==> config.mk <==
export PLATFORM = sky130hd
export DESIGN_NAME = hwmon_regbank
export DESIGN_NICKNAME = d
export VERILOG_FILES = /design/src/rtl/hwmon_pkg.sv /design/src/rtl/hwmon_regs.sv /design/src/rtl/hwmon_irq.sv /design/src/rtl/hwmon_regbank.sv
export SDC_FILE = /design/constraint.sdc
export NUM_CORES = 1
export LEC_CHECK = 0
export ABC_AREA = 1
export CORE_MARGIN = 2
export CORE_UTILIZATION = 45
export DETAILED_ROUTE_END_ITERATION = 10
export GPL_ROUTABILITY_DRIVEN = 0
export GPL_TIMING_DRIVEN = 0
export PLACE_DENSITY = 0.69
export RECOVER_POWER = 50
export SLEW_MARGIN = 15
export SYNTH_ARGS = -nofsm -noshare
export SYNTH_HDL_FRONTEND = slang
export SYNTH_SLANG_ARGS = --single-unit
==> constraint.sdc <==
create_clock -name clk_i -period 2.4 [get_ports clk_i]
set_clock_uncertainty 0.2 [all_clocks]
set_input_delay 0.24 -clock clk_i [delete_from_list [all_inputs] [get_ports clk_i]]
set_output_delay 0.24 -clock clk_i [all_outputs]
set_load 0.01 [all_outputs]
==> src/rtl/hwmon_pkg.sv <==
package hwmon_pkg;

    localparam int DW = 8;
    localparam int AW = 8;

    localparam logic [AW-1:0] A_LIM_INT = 8'h13;
    localparam logic [AW-1:0] A_LIM_EXT = 8'h14;
    localparam logic [AW-1:0] A_CHMODE  = 8'h16;
    localparam logic [AW-1:0] A_CFG1    = 8'h40;
    localparam logic [AW-1:0] A_VIDFAN  = 8'h47;
    localparam logic [AW-1:0] A_VID4    = 8'h49;
    localparam logic [AW-1:0] A_CFG2    = 8'h4A;

    typedef struct packed {
        logic [6:0]    cfg1;
        logic [DW-1:0] chmode;
        logic [DW-1:0] lim_int;
        logic [DW-1:0] lim_ext;
        logic [3:0]    fan_sel;
        logic [6:0]    vid4_spare;
        logic          irq4_en;
        logic          irq3_en;
        logic          acpi;
        logic          lock_ext;
        logic          lock_int;
        logic          therm_mask;
    } regs_t;

endpackage

==> src/rtl/hwmon_regs.sv <==
module hwmon_regs
    import hwmon_pkg::*;
#(
    parameter logic [7:0] LIM_INT_RST = 8'h50,
    parameter logic [7:0] LIM_EXT_RST = 8'h55
) (
    input  logic          clk_i,
    input  logic          rst_ni,
    input  logic [AW-1:0] addr_i,
    input  logic          wr_en_i,
    input  logic [DW-1:0] wr_data_i,
    input  logic [4:0]    vid_i,
    output logic [DW-1:0] rd_data_o,
    output regs_t         regs_o
);

    localparam regs_t RST_VAL = '{
        cfg1:       7'h00,
        chmode:     8'h00,
        lim_int:    LIM_INT_RST,
        lim_ext:    LIM_EXT_RST,
        fan_sel:    4'b0101,
        vid4_spare: 7'b1000000,
        default:    1'b0
    };

    regs_t regs_d, regs_q;
    logic  reinit;
    logic  addr_hit;

    always_comb begin
        regs_d   = regs_q;
        reinit   = wr_en_i && (addr_i == A_CFG1) && wr_data_i[7];
        addr_hit = 1'b1;
        rd_data_o = '0;
        case (addr_i)
            A_CFG1:    rd_data_o = {1'b0, regs_q.cfg1};
            A_CHMODE:  rd_data_o = regs_q.chmode;
            A_LIM_INT: rd_data_o = regs_q.lim_int;
            A_LIM_EXT: rd_data_o = regs_q.lim_ext;
            A_VIDFAN:  rd_data_o = {regs_q.fan_sel, vid_i[3:0]};
            A_VID4:    rd_data_o = {regs_q.vid4_spare, vid_i[4]};
            A_CFG2:    rd_data_o = {regs_q.irq4_en, regs_q.irq3_en, 2'b00,
                                    regs_q.acpi, regs_q.lock_ext,
                                    regs_q.lock_int, regs_q.therm_mask};
            default:   addr_hit = 1'b0;
        endcase
        if (reinit) begin
            regs_d = RST_VAL;
        end else if (wr_en_i) begin
            case (addr_i)
                A_CFG1:    regs_d.cfg1 = wr_data_i[6:0];
                A_CHMODE:  regs_d.chmode = wr_data_i;
                A_LIM_INT: if (!regs_q.lock_int) regs_d.lim_int = wr_data_i;
                A_LIM_EXT: if (!regs_q.lock_ext) regs_d.lim_ext = wr_data_i;
                A_VIDFAN:  regs_d.fan_sel = wr_data_i[7:4];
                A_VID4:    regs_d.vid4_spare = wr_data_i[7:1];
                A_CFG2: begin
                    regs_d.irq4_en    = wr_data_i[7];
                    regs_d.irq3_en    = wr_data_i[6];
                    regs_d.acpi       = wr_data_i[3];
                    regs_d.lock_ext   = regs_q.lock_ext | wr_data_i[2];
                    regs_d.lock_int   = regs_q.lock_int | wr_data_i[1];
                    regs_d.therm_mask = wr_data_i[0];
                end
                default: ;
            endcase
        end
    end

    always_ff @(posedge clk_i or negedge rst_ni) begin
        if (!rst_ni) regs_q <= RST_VAL;
        else         regs_q <= regs_d;
    end

    assign regs_o = regs_q;

    AST_LOCK_INT_HOLD: assert property (@(posedge clk_i) disable iff (!rst_ni)
        (regs_q.lock_int && wr_en_i && addr_i == A_LIM_INT) |=> $stable(regs_q.lim_int));
    AST_LOCK_EXT_HOLD: assert property (@(posedge clk_i) disable iff (!rst_ni)
        (regs_q.lock_ext && wr_en_i && addr_i == A_LIM_EXT) |=> $stable(regs_q.lim_ext));
    AST_LOCK_STICKY: assert property (@(posedge clk_i) disable iff (!rst_ni)
        (regs_q.lock_int && !reinit) |=> regs_q.lock_int);
    AST_REINIT_DEFAULT: assert property (@(posedge clk_i) disable iff (!rst_ni)
        reinit |=> (regs_q == RST_VAL));
    AST_UNIMPL_NO_WRITE: assert property (@(posedge clk_i) disable iff (!rst_ni)
        (wr_en_i && !addr_hit) |=> $stable(regs_q));

endmodule

==> src/rtl/hwmon_irq.sv <==
module hwmon_irq #(
    parameter int SYNC_STAGES = 2,
    parameter int NUM_EXT     = 2
) (
    input  logic               clk_i,
    input  logic               rst_ni,
    input  logic               therm_evt_i,
    input  logic               therm_mask_i,
    input  logic               glb_en_i,
    input  logic [NUM_EXT-1:0] ext_en_i,
    input  logic [NUM_EXT-1:0] ext_pin_i,
    output logic               irq_n_o
);

    typedef struct packed {
        logic [SYNC_STAGES-1:0][NUM_EXT-1:0] sync;
        logic                                irq_n;
    } irq_state_t;

    irq_state_t st_d, st_q;
    logic [NUM_EXT-1:0] ext_req;
    logic               therm_req;

    always_comb begin
        st_d = st_q;
        st_d.sync[0] = ext_pin_i;
        for (int s = 1; s < SYNC_STAGES; s++) begin
            st_d.sync[s] = st_q.sync[s-1];
        end
        ext_req    = st_q.sync[SYNC_STAGES-1] & ext_en_i & {NUM_EXT{glb_en_i}};
        therm_req  = therm_evt_i & ~therm_mask_i;
        st_d.irq_n = ~(therm_req | (|ext_req));
    end

    always_ff @(posedge clk_i or negedge rst_ni) begin
        if (!rst_ni) begin
            st_q.sync  <= '0;
            st_q.irq_n <= 1'b1;
        end else begin
            st_q <= st_d;
        end
    end

    assign irq_n_o = st_q.irq_n;

    AST_MASK_BLOCKS_THERM: assert property (@(posedge clk_i) disable iff (!rst_ni)
        (therm_mask_i && ext_req == '0) |=> irq_n_o);
    AST_THERM_RAISES: assert property (@(posedge clk_i) disable iff (!rst_ni)
        (therm_evt_i && !therm_mask_i) |=> !irq_n_o);
    AST_NO_GLOBAL_NO_EXT: assert property (@(posedge clk_i) disable iff (!rst_ni)
        (!glb_en_i && !therm_req) |=> irq_n_o);

endmodule

==> src/rtl/hwmon_regbank.sv <==
module hwmon_regbank
    import hwmon_pkg::*;
#(
    parameter int         NUM_FANS    = 2,
    parameter int         SYNC_STAGES = 2,
    parameter logic [7:0] LIM_INT_RST = 8'h50,
    parameter logic [7:0] LIM_EXT_RST = 8'h55
) (
    input  logic                  clk_i,
    input  logic                  rst_ni,
    input  logic [7:0]            addr_i,
    input  logic                  wr_en_i,
    input  logic [7:0]            wr_data_i,
    output logic [7:0]            rd_data_o,
    input  logic [4:0]            vid_i,
    input  logic                  therm_evt_i,
    output logic                  irq_n_o,
    output logic                  acpi_mode_o,
    output logic [NUM_FANS*4-1:0] fan_div_o
);

    localparam int SEL_W = 2;

    regs_t regs;

    hwmon_regs #(
        .LIM_INT_RST (LIM_INT_RST),
        .LIM_EXT_RST (LIM_EXT_RST)
    ) u_regs (
        .clk_i     (clk_i),
        .rst_ni    (rst_ni),
        .addr_i    (addr_i),
        .wr_en_i   (wr_en_i),
        .wr_data_i (wr_data_i),
        .vid_i     (vid_i),
        .rd_data_o (rd_data_o),
        .regs_o    (regs)
    );

    hwmon_irq #(
        .SYNC_STAGES (SYNC_STAGES),
        .NUM_EXT     (2)
    ) u_irq (
        .clk_i        (clk_i),
        .rst_ni       (rst_ni),
        .therm_evt_i  (therm_evt_i),
        .therm_mask_i (regs.therm_mask),
        .glb_en_i     (regs.chmode[7]),
        .ext_en_i     ({regs.irq4_en, regs.irq3_en}),
        .ext_pin_i    (vid_i[4:3]),
        .irq_n_o      (irq_n_o)
    );

    assign acpi_mode_o = regs.acpi;

    generate
        for (genvar f = 0; f < NUM_FANS; f++) begin : g_fan
            logic [SEL_W-1:0] sel;
            assign sel = regs.fan_sel[f*SEL_W +: SEL_W];
            assign fan_div_o[f*4 +: 4] = 4'b0001 << sel;

            AST_FAN_MATCHES_READ: assert property (@(posedge clk_i) disable iff (!rst_ni)
                (addr_i == A_VIDFAN) |-> (fan_div_o[f*4 +: 4] ==
                    (4'b0001 << rd_data_o[4 + f*SEL_W +: SEL_W])));
        end
    endgenerate

    AST_VID_LIVE: assert property (@(posedge clk_i) disable iff (!rst_ni)
        (addr_i == A_VIDFAN) |-> (rd_data_o[3:0] == vid_i[3:0]));
    AST_VID4_LIVE: assert property (@(posedge clk_i) disable iff (!rst_ni)
        (addr_i == A_VID4) |-> (rd_data_o[0] == vid_i[4]));

endmodule

==> reports/summary.md <==
- **status** finished with violations
- **failing checks** DRC
- **wire length of the first global-routing pass** 14200 um
- **Total GRT Usage** 25.2%
- **total half-perimeter wirelength after legalization and detailed placement** 6070 um
- **clock transition time at the flip-flop clock pins of the worst setup and hold paths** 0.09 ns
- **yosys synthesis warning count** 0
- **root buffer selected by CTS** clkbuf_8
- **height of the die** 85.9 um
- **P per Cell Area** 455 nW/um2
- **minimum clock period after layout** 2.30 ns
- **die width** 85.9 um
- **achievable frequency** 435 MHz
- **sequential fraction of the synthesis area** 44.4%
- **vias in the first global route** 2776
- **R2R Path End** u_regs.regs_o[22]
- **Avg Synthesized Cell Area** 7.62 um2
- **layout net count** 486
- **Clock Path Buffers** 2
- **Clock Sink Count** 53
- **clock latency on the worst-skew pair** 0.31 ns
- **row count** 29
- **area growth from synthesis to final layout** 25.7%
- **synthesis-stage register bit count** 53
- **count of final hold-check violations** 0
- **post-synth net total** 421
- **post-detailed-route wirelength per cell** 16.2 um
- **first drt pass iteration count** 8
- **post-placement cell count** 514
- **cell leakage power** 2.08 nW
- **Final setup viols** 0
- **TritonCTS clock tree** yes
- **instance count of the mapped netlist** 396
- **crit path launch type** input port
- **Worst Setup Path Type** input port to output pin
- **setup repair after global routing missed its margin** false
- **actual transition at the worst max-transition pin** 1.35 ns
- **arrival time of the worst setup path** 1.86 ns
- **required time reported for the critical path endpoint** 1.96 ns
- **pin count of the biggest net entering global routing** 54
- **setup slack after placement** -0.296 ns
- **worst slew margin relative to its limit** 9.70%
- **number of vias per cell** 5.46
- **final setup slack of the worst path** 0.103 ns
- **crit share post-route** 95.7%
- **number of primary I/O pins** 43
- **total overflow reported by the global router** 0
- **share of final-layout standard cells stronger than drive strength 1** 16.7%
- **wirelength, routed** 8720 um
- **post-synthesis instance area** 3020 um2
- **non-filler instance count after layout** 539
- **r2r worst-path depth** 5
- **IR Drop Worst-Case VDD** 0.257 mV
- **max cap viols** 0
- **number of nets with antenna violations after detailed routing** 0
- **flop-to-flop setup slack** 1.01 ns
- **number of antenna violations at the first check in global routing** 0
- **Setup crit end kind** output pin
- **Reg-to-Reg Start** u_regs.regs_o[2]
- **port bufs** 41
- **Post-route DRC** 5
- **initial standard-cell utilization of the core** 47.0%
- **Floorplan Core Area** 6420 um2
- **total count of max-transition violations in the final report** 0
- **largest fanout of any net on the critical path** 6
- **worst min-delay path class** input port to flip-flop
- **full die area** 7370 um2
- **H-tree levels** 2
- **Antenna diodes** 0
- **Area after DPL** 3520 um2
- **first-iteration detailed-routing DRC count** 300
- **timing startpoint of the critical path** addr_i[2]
- **Synth cell types** 25
- **vias after detailed routing** 2943
- **capture point of the worst path** rd_data_o[2]
- **Num CTS Buffers** 5
- **total non-filler cell area in the finished layout** 3790 um2
[worst min-delay path by stage]
stage / start / to / slack, ns / cells after the start
after CTS: wr_en_i / u_regs.regs_o[45] / 0.12 / 4
after global routing: wr_en_i / u_regs.regs_o[45] / 0.14 / 4
after global placement: u_irq.st_d[3] / u_irq.st_q[3] / 0.14 / 0
final: wr_en_i / u_regs.regs_o[45] / 0.14 / 4
after detailed placement: rst_ni / u_irq.st_q[3] / 0.13 / 1
after floorplan: rst_ni / u_irq.st_d[3] / -0.26 / 0
[metrics by stage]
stage	power [W]	hold slack, ns	util [%]	setup TNS [ns]
floorplan	0.00109	-0.256	-	0
global placement	0.00121	0.137	54.9	-35.38
detailed placement	0.00121	0.128	54.8	-2.21
CTS	0.00173	0.122	59.0	0
global route	0.00180	0.140	59.0	0
finish	0.00172	0.136	59.0	0
[sequential cells by signal, indices dropped and copies added (netlist names)]
| name | count |
|---|---|
| u_irq.st_q | 2 |
| u_regs.regs_o | 48 |
| u_irq.st_d | 2 |
| u_irq.irq_n_o | 1 |
[area by class of cell]
class	count	area (um2)
Multi-Input combinational cell	290	1450
Clock inverter	1	7.51
Inverter	40	151
Fill cell	611	2630
Tap cell	77	96.3
Buffer	14	140
Clock buffer	7	76.3
Timing Repair Buffer	57	531
Sequential cell	53	1340
[synth_stat cells]
cell type	n	share of area, %
nand3_1	117	19
inv_1	33	4.1
o21ai_1	6	1.0
nand2_4	1	0.37
clkinv_1	1	0.12
nand2_2	2	0.41
nor2_1	33	4.1
a22o_1	1	0.29
nor2_8	2	1.3
nor2_4	6	2.2
dfstp_2	10	8.7
nand3_2	3	1.0
nand4_1	1	0.21
o21ai_0	4	0.66
buf_4	2	0.50
nor2_2	3	0.62
buf_6	8	3.0
buf_2	4	0.66
a22oi_1	1	0.25
clkinv_2	1	0.17
nand3_4	1	0.58
nand2_1	107	13
dfrtp_1	43	36
nand3b_4	1	0.66
inv_2	5	0.62
[layer usage]
layer  global-route usage [%]  share of wire [%]  up-vias
li1                         -                  -     1412
met1                     34.9                 44     1391
met2                     39.5                 46      126
met3                     5.97                7.8       14
met4                     7.07                1.9        0
met5                        0                  0        -
[critical path, stage by stage]
cell	delay (ns)
clkdlybuf4s50_1	0.56
inv_2	0.06
nand2_2	0.12
nor2_4	0.08
buf_4	0.15
nand3_1	0.08
o21ai_1	0.06
nor2_1	0.15
nand2_1	0.07
dlygate4sd2_1	0.28
[cells by family (layout without fill, tap and decap cells)]
group	Yosys count	count (layout)	share of synthesized area [%]
AOI/OAI and AO/OA	12	12	2.20
buffers and inverters	54	119	9.17
DFF	53	53	44.4
and+or+nand+nor	277	278	44.3
[power breakdown]
group / total (W) / switching [W] / internal [W]
clock: 0.000504 / 0.000297 / 0.000207
sequential: 0.000981 / 0.0000291 / 0.000952
combinational: 0.000240 / 0.000136 / 0.000104
total: 0.00172 / 0.000462 / 0.00126
[repair_timing]
item	4_1_cts	5_1_grt
pin swaps	6	2
gates cloned	1	0
setup buffers	13	2
setup endpoints to repair	8	3
endpoints found under the hold margin	43	0
resized for setup	27	4
hold buffers	1	0
[placed cells by master (no fill, tap or decap), types with 2 or more instances in the layout]
master	netlist	final
dlygate4sd3_1	0	3
dfrtp_1	43	43
nand3_4	1	2
clkbuf_8	0	5
clkbuf_1	0	3
buf_6	8	9
inv_1	33	32
buf_4	2	16
dfstp_2	10	10
o21ai_1	6	6
o21ai_0	4	4
nor2_4	6	8
nand3_2	3	3
nor2_8	2	2
nand2_4	1	3
nand2_1	107	102
nand3_1	117	116
nor2_1	33	34
clkdlybuf4s50_1	0	29
inv_2	5	6
nand2_2	2	5
dlygate4sd2_1	0	8
(Power assumes the default switching activity.)
